==> src/rtl/seqr_pkg.sv <==
package seqr_pkg;

    localparam int SQ_AW    = 8;   // word address width
    localparam int SQ_DW    = 16;  // modelled data word width
    localparam int SQ_REPW  = 20;  // per-entry loop field width
    localparam int SQ_SREPW = 8;   // main group pass count width
    localparam int SQ_NMK   = 2;   // marker count

    typedef logic [SQ_AW-1:0]   waddr_t;
    typedef logic [SQ_REPW-1:0] loops_t;

    typedef struct packed {
        waddr_t              start;
        waddr_t              stop;
        loops_t              loops;
        logic [SQ_NMK-1:0]   mken;
    } seg_entry_t;

    typedef struct packed {
        logic [SQ_NMK-1:0] mark;
        logic [SQ_DW-1:0]  data;
    } smp_word_t;

    typedef enum logic [1:0] {
        ST_IDLE = 2'd0,
        ST_WAIT = 2'd1,
        ST_PLAY = 2'd2
    } play_state_t;

    typedef enum logic [2:0] {
        ACT_HOLD,
        ACT_ARM,
        ACT_STEP,
        ACT_RELOOP,
        ACT_LOAD,
        ACT_FINISH
    } step_act_t;

    function automatic logic more_passes(logic [SQ_SREPW-1:0] reps,
                                         logic [SQ_SREPW-1:0] left);
        return (reps == '0) || (left > SQ_SREPW'(1));
    endfunction

endpackage

==> src/rtl/seqr_seg_table.sv <==
module seqr_seg_table
    import seqr_pkg::*;
#(
    parameter int DEPTH = 8,
    parameter int IW    = 3
) (
    input  logic        clk,
    input  logic        rst,
    input  logic        we,
    input  logic [IW-1:0] waddr,
    input  seg_entry_t  wentry,
    input  logic [IW-1:0] cur_idx,
    input  logic [IW-1:0] nxt_idx,
    output seg_entry_t  cur_ent,
    output waddr_t      nxt_start,
    output loops_t      nxt_loops
);

    seg_entry_t ent_q [DEPTH];

    always_ff @(posedge clk) begin
        if (rst) begin
            for (int i = 0; i < DEPTH; i++) ent_q[i] <= '0;
        end else if (we) begin
            ent_q[waddr] <= wentry;
        end
    end

    assign cur_ent   = ent_q[cur_idx];
    assign nxt_start = ent_q[nxt_idx].start;
    assign nxt_loops = ent_q[nxt_idx].loops;

endmodule

==> src/rtl/seqr_sample_store.sv <==
module seqr_sample_store
    import seqr_pkg::*;
#(
    parameter int AW = SQ_AW
) (
    input  logic      clk,
    input  logic      we,
    input  waddr_t    waddr,
    input  smp_word_t wword,
    input  waddr_t    raddr,
    output smp_word_t rword
);

    localparam int WORDS = 1 << AW;

    smp_word_t mem_q [WORDS];

    always_ff @(posedge clk) begin
        if (we) mem_q[waddr] <= wword;
    end

    assign rword = mem_q[raddr];

endmodule

==> src/rtl/seqr_walker.sv <==
module seqr_walker
    import seqr_pkg::*;
#(
    parameter int IW = 3
) (
    input  logic                clk,
    input  logic                rst,
    input  logic                start,
    input  logic                trig,
    input  logic                abort,
    input  logic                trig_mode,
    input  logic [IW-1:0]       pre_len,
    input  logic [IW-1:0]       last_idx,
    input  logic [SQ_SREPW-1:0] seq_reps,
    input  waddr_t              cur_start,
    input  waddr_t              cur_stop,
    input  waddr_t              nxt_start,
    input  loops_t              nxt_loops,
    output logic [IW-1:0]       cur_idx,
    output logic [IW-1:0]       nxt_idx,
    output waddr_t              rd_addr,
    output play_state_t         state
);

    loops_t               loop_left;
    logic [SQ_SREPW-1:0]  seq_left;
    logic                 played;
    step_act_t            act;
    logic                 wrap;

    assign wrap = (state == ST_PLAY) && (cur_idx == last_idx);

    always_comb begin
        act     = ACT_HOLD;
        nxt_idx = cur_idx;
        unique case (state)
            ST_IDLE: begin
                if (start) begin
                    if (trig_mode) begin
                        act = ACT_ARM;
                    end else begin
                        act     = ACT_LOAD;
                        nxt_idx = '0;
                    end
                end
            end
            ST_WAIT: begin
                if (trig) begin
                    act     = ACT_LOAD;
                    nxt_idx = played ? pre_len : '0;
                end
            end
            ST_PLAY: begin
                if (rd_addr != cur_stop) begin
                    act = ACT_STEP;
                end else if (loop_left != '0) begin
                    act = ACT_RELOOP;
                end else if (cur_idx != last_idx) begin
                    act     = ACT_LOAD;
                    nxt_idx = cur_idx + 1'b1;
                end else if (more_passes(seq_reps, seq_left)) begin
                    act     = ACT_LOAD;
                    nxt_idx = pre_len;
                end else begin
                    act = ACT_FINISH;
                end
            end
            default: act = ACT_HOLD;
        endcase
    end

    always_ff @(posedge clk) begin
        if (rst) begin
            state     <= ST_IDLE;
            rd_addr   <= '0;
            cur_idx   <= '0;
            loop_left <= '0;
            seq_left  <= '0;
            played    <= 1'b0;
        end else if (abort) begin
            state <= ST_IDLE;
        end else begin
            unique case (act)
                ACT_ARM: begin
                    state  <= ST_WAIT;
                    played <= 1'b0;
                end
                ACT_STEP: begin
                    rd_addr <= rd_addr + 1'b1;
                end
                ACT_RELOOP: begin
                    rd_addr   <= cur_start;
                    loop_left <= loop_left - 1'b1;
                end
                ACT_LOAD: begin
                    rd_addr   <= nxt_start;
                    loop_left <= nxt_loops;
                    cur_idx   <= nxt_idx;
                    state     <= ST_PLAY;
                    if (state != ST_PLAY) begin
                        seq_left <= seq_reps;
                        played   <= 1'b1;
                    end else if (wrap && seq_left != '0) begin
                        seq_left <= seq_left - 1'b1;
                    end
                end
                ACT_FINISH: begin
                    state <= trig_mode ? ST_WAIT : ST_IDLE;
                end
                default: ;
            endcase
        end
    end

endmodule

==> src/rtl/seqr_marker_unit.sv <==
module seqr_marker_unit
    import seqr_pkg::*;
#(
    parameter int NMK = SQ_NMK
) (
    input  logic           valid,
    input  logic [NMK-1:0] word_mark,
    input  logic [NMK-1:0] ent_en,
    input  logic [NMK-1:0] pol,
    output logic [NMK-1:0] mark_out
);

    for (genvar g = 0; g < NMK; g++) begin : g_mk
        assign mark_out[g] = (valid & word_mark[g] & ent_en[g]) ^ pol[g];
    end

endmodule

==> src/rtl/seg_sequencer.sv <==
module seg_sequencer
    import seqr_pkg::*;
#(
    parameter int TBL_DEPTH = 8,
    parameter int TIW       = $clog2(TBL_DEPTH)
) (
    input  logic                 clk,
    input  logic                 rst,
    input  logic                 start,
    input  logic                 trig,
    input  logic                 abort,
    input  logic                 trig_mode,
    input  logic [TIW-1:0]       pre_len,
    input  logic [TIW-1:0]       last_idx,
    input  logic [SQ_SREPW-1:0]  seq_reps,
    input  logic [SQ_NMK-1:0]    mk_pol,
    input  logic                 tbl_we,
    input  logic [TIW-1:0]       tbl_waddr,
    input  logic [SQ_AW-1:0]     tbl_wstart,
    input  logic [SQ_AW-1:0]     tbl_wstop,
    input  logic [SQ_REPW-1:0]   tbl_wloops,
    input  logic [SQ_NMK-1:0]    tbl_wmken,
    input  logic                 smp_we,
    input  logic [SQ_AW-1:0]     smp_waddr,
    input  logic [SQ_DW-1:0]     smp_wdata,
    input  logic [SQ_NMK-1:0]    smp_wmark,
    output logic [SQ_AW-1:0]     rd_addr,
    output logic                 smp_valid,
    output logic [SQ_DW-1:0]     smp_data,
    output logic [SQ_NMK-1:0]    mark_out,
    output logic                 idle
);

    seg_entry_t   wentry;
    seg_entry_t   cur_ent;
    waddr_t       nxt_start;
    loops_t       nxt_loops;
    logic [TIW-1:0] cur_idx;
    logic [TIW-1:0] nxt_idx;
    play_state_t  state;
    smp_word_t    wword;
    smp_word_t    rword;

    assign wentry = '{start: tbl_wstart, stop: tbl_wstop,
                      loops: tbl_wloops, mken: tbl_wmken};
    assign wword  = '{mark: smp_wmark, data: smp_wdata};

    seqr_seg_table #(.DEPTH(TBL_DEPTH), .IW(TIW)) u_table (
        .clk       (clk),
        .rst       (rst),
        .we        (tbl_we),
        .waddr     (tbl_waddr),
        .wentry    (wentry),
        .cur_idx   (cur_idx),
        .nxt_idx   (nxt_idx),
        .cur_ent   (cur_ent),
        .nxt_start (nxt_start),
        .nxt_loops (nxt_loops)
    );

    seqr_walker #(.IW(TIW)) u_walker (
        .clk       (clk),
        .rst       (rst),
        .start     (start),
        .trig      (trig),
        .abort     (abort),
        .trig_mode (trig_mode),
        .pre_len   (pre_len),
        .last_idx  (last_idx),
        .seq_reps  (seq_reps),
        .cur_start (cur_ent.start),
        .cur_stop  (cur_ent.stop),
        .nxt_start (nxt_start),
        .nxt_loops (nxt_loops),
        .cur_idx   (cur_idx),
        .nxt_idx   (nxt_idx),
        .rd_addr   (rd_addr),
        .state     (state)
    );

    seqr_sample_store #(.AW(SQ_AW)) u_store (
        .clk   (clk),
        .we    (smp_we),
        .waddr (smp_waddr),
        .wword (wword),
        .raddr (rd_addr),
        .rword (rword)
    );

    assign smp_valid = (state == ST_PLAY);
    assign idle      = (state == ST_IDLE);
    assign smp_data  = rword.data;

    seqr_marker_unit #(.NMK(SQ_NMK)) u_marks (
        .valid     (smp_valid),
        .word_mark (rword.mark),
        .ent_en    (cur_ent.mken),
        .pol       (mk_pol),
        .mark_out  (mark_out)
    );

endmodule

==> config.mk <==
export PLATFORM = sky130hd
export DESIGN_NAME = seg_sequencer
export DESIGN_NICKNAME = d
export VERILOG_FILES = /design/src/rtl/seqr_pkg.sv /design/src/rtl/seqr_seg_table.sv /design/src/rtl/seqr_sample_store.sv /design/src/rtl/seqr_walker.sv /design/src/rtl/seqr_marker_unit.sv /design/src/rtl/seg_sequencer.sv
export SDC_FILE = /design/constraint.sdc
export NUM_CORES = 2
export LEC_CHECK = 0
export ABC_CLOCK_PERIOD_IN_PS = 4350
export BUFFER_PORTS_ARGS = -buffer_cell sky130_fd_sc_hd__buf_2
export CORE_MARGIN = 3
export CORE_UTILIZATION = 30
export CTS_CLUSTER_DIAMETER = 100
export CTS_CLUSTER_SIZE = 40
export DETAILED_ROUTE_END_ITERATION = 10
export PLACE_DENSITY = 0.57
export SKIP_CTS_REPAIR_TIMING = 1
export SLEW_MARGIN = 20
export SYNTH_ARGS = -nofsm -noshare
export SYNTH_HDL_FRONTEND = slang
export SYNTH_MEMORY_MAX_BITS = 65536
export SYNTH_SLANG_ARGS = --single-unit
==> constraint.sdc <==
create_clock -name clk -period 4.35 [get_ports clk]
set_input_delay 0.435 -clock clk [delete_from_list [all_inputs] [get_ports clk]]
set_output_delay 0.435 -clock clk [all_outputs]
set_load 0.01 [all_outputs]
==> flow_summary.ini <==
[timing]
tightest_slew_ps = 1221
fmax_ghz = 0.1910
fin_hold_ws_ps = 31.65
final-hold-violation-count = 0
setup_slack_ps = -886.1
post-route-min-period_ps = 5236
relSlewSlack_pct = 18.63
finalSetupViolations = 18
slew_viol_final = 0
grt_setup_unrepaired = true
fin_skew_ps = 51.21
period_share_pct = 120.4

[yosys]
synth-edff-count = 4912
synth_top_family_by_area = multiplexers
synth_xor_area_share_pct = 0.07706
ys_seq_area_share_pct = 76.89
async_flop_share_pct = 0
synthFlopType = edfxtp_1
synthCells = 8225
yosys_register_bits = 4965
synth-compound-area-share_pct = 0.8225
synthesis.nets = 8323
synth.cell_area_sq_um = 193200
ys_warn_count = 0
muxShareOfSynthArea_pct = 18.99
synth-simple-area-share_pct = 2.170
avgSynthCellArea_sq_um = 23.49
synth_fa_ha_area_share_pct = 0.04533
synthDistinctLibCells = 74

[outcome]
status = finished, violations left
failed_checks = negative setup slack

[floorplan]
die_y_microns = 808.5
ioPinCount = 119
die-area_sq_um = 653700
initial_core_util_pct = 30.12
die_w_microns = 808.5
rows = 294
coreArea_sq_um = 641500

[power]
p_int_mw = 63.73
power_density_nw_per_um2 = 380.3
leakagePower_nw = 63.95
seqPwrFrac_pct = 64.1
p_sw_mw = 18.79
p_sw_share_pct = 22.77
pwr-share-clk_pct = 25.9
irDropWorstVdd_uv = 316.7
combPwrFrac_pct = 9.9
power_mw = 82.52

[critical_path]
crit_path_cell_trace = buf_4 -> buf_12 -> buf_16 -> buf_12 -> buf_16 -> mux4_2 -> mux4_2 -> buf_12 -> mux4_2 -> mux4_2 -> buf_6
worstPathRequired_ps = 3910
end_kind = output port
critPathMaxStageDelay_ps = 650
path_class = reg -> out
arrival_ps = 4800
critPathLaunchType = register
cpMaxStageDelayCell = mux4_2
crit_top_cell = mux4_2
cp_num_buf_inv = 7
critPathMaxFanout = 8
crit_family = multiplexers

[drt]
antenna_left = 0
vias_per_cell = 5.237
wl_per_cell_microns = 29.98
drt_pass1_iterations = 8
drc_errors = 0
drt_wl_total_microns = 524000
via_count = 91540
drt_iter0_drc = 12920

[cells_and_area]
final_area_sq_um = 217000
syn_to_final_growth_pct = 12.32
final_core_util_pct = 33.83
fin_nets = 8899
final_common_cell = edfxtp_1
most-common-layout-cells = edfxtp_1 (4,912), mux4_2 (1,562), buf_4 (539)
drive_gt1_share_pct = 32.83

[global_route]
use_met2_pct = 25.30
grt_pass1_vias = 91230
overflow = 0
grt_antenna_before_repair = 61
grt_use_met3_pct = 2.744
grt_max_degree = 172
use_met1_pct = 21.57
track_usage_pct = 15.35
grt_first_pass_wirelength_microns = 721800
grt_busiest_layer = met2

[job]
cap_violations = 0

[min_path]
hold_path.class = in -> reg

[cts]
htreeDepth = 4
numCtsBuffers = 156
path_clk_slew_ps = 130
clk_latency_ps = 930
cts_buffer_depth = 4
ctsRootBufferMaster = clkbuf_16
cts_tree = done
cts_sinks = 4965

[placed_design]
port-buffer-count = 118
dpl.hpwl_microns = 308500
gp_congestion = 0.8218
placed_area_sq_um = 209900
## layer usage
| layer | up-vias | part of all wire, % |
|---|---|---|
| met5 | - | 0.060 |
| met4 | 30 | 1.9 |
| met3 | 526 | 8.7 |
| met2 | 4206 | 48 |
| met1 | 50790 | 41 |
| li1 | 35990 | - |
## power groups by stage
stage / clock network [mW] / logic [mW] / registers [mW]
floorplan: 0 / 4.13 / 54.0
global placement: 0 / 7.70 / 54.0
detailed placement: 0 / 7.83 / 54.0
CTS: 22.0 / 7.85 / 52.9
global route: 23.4 / 8.60 / 53.0
finish: 21.4 / 8.20 / 52.9
## through the flow
step                      setup TNS [ps]  setup WS (ps)  cells
after floorplan                    -5513         -48.36   8225
after global placement            -626.2         -253.3  17090
after detailed placement          -780.6         -261.8  17090
after CTS                         -19840          -1327  17310
after global routing              -16870         -973.5  17460
final                             -14880         -886.1  17480
## worst reg2reg max path, cell delays in order, from the launching register on
cell,delay [ps]
dfxtp_2,360
buf_12,210
mux2i_1,170
mux4_2,540
xnor2_1,390
and4_1,360
nand3_1,220
o221ai_4,290
buf_12,250
buf_4,220
mux2i_1,90
a222oi_1,430
buf_4,180
o2bb2ai_1,210
## cells in the mapped netlist, types with 22 or more instances
library cell  number  area, sq um
a21oi_1           59        295.3
a222oi_1          25        250.2
and2_1           305         1908
buf_1            129        484.2
clkbuf_1         318         1194
dfxtp_1           53         1061
edfxtp_1        4912       147500
mux2i_1          146         1461
mux4_2          1562        35180
nand2_1           52        195.2
nand3_1           45        225.2
nor2_1           303         1137
nor3_1            22        110.1
o21ai_0           26        130.1
## logic make-up after synthesis
kind of cell             count (synthesis)
buffers and inverters                  493
AO/OA/AOI/OAI                          217
flip-flops                            4965
AND/OR/NAND/NOR                        814
multiplexers                          1712
adder cells (fa/ha/maj)                  7
XOR/XNOR                                17
## registers in the layout, indices dropped and copies added, names as in the netlist, named ones only
register and count:
u_store.mem_q 4608, u_table.ent_q 304, u_walker.cur_idx 3, u_walker.loop_left 20, u_walker.played 1, u_walker.rd_addr 8, u_walker.seq_left 8, u_walker.state 2
## final timing paths
kind              startpoint                  end  slack [ps]  cells after the start
max reg2reg         register  u_walker.rd_addr[2]         310                     13
max                 register          smp_data[7]        -890                     11
min reg2reg  u_walker.played      u_walker.played         510                      2
min                trig_mode    u_walker.state[0]          30                      4
## layout make-up
cell class,instances,area [sq um]
repair buffers,893,9200
flip-flops and latches,4965,148600
fillers,59110,424500
multi-input cells,2767,43570
clock inverters,42,639.4
clock buffers,181,4135
diodes,28,70.07
inverters,18,67.56
well taps,8584,10740
Note: power is estimated with default switching activity, not from simulation.
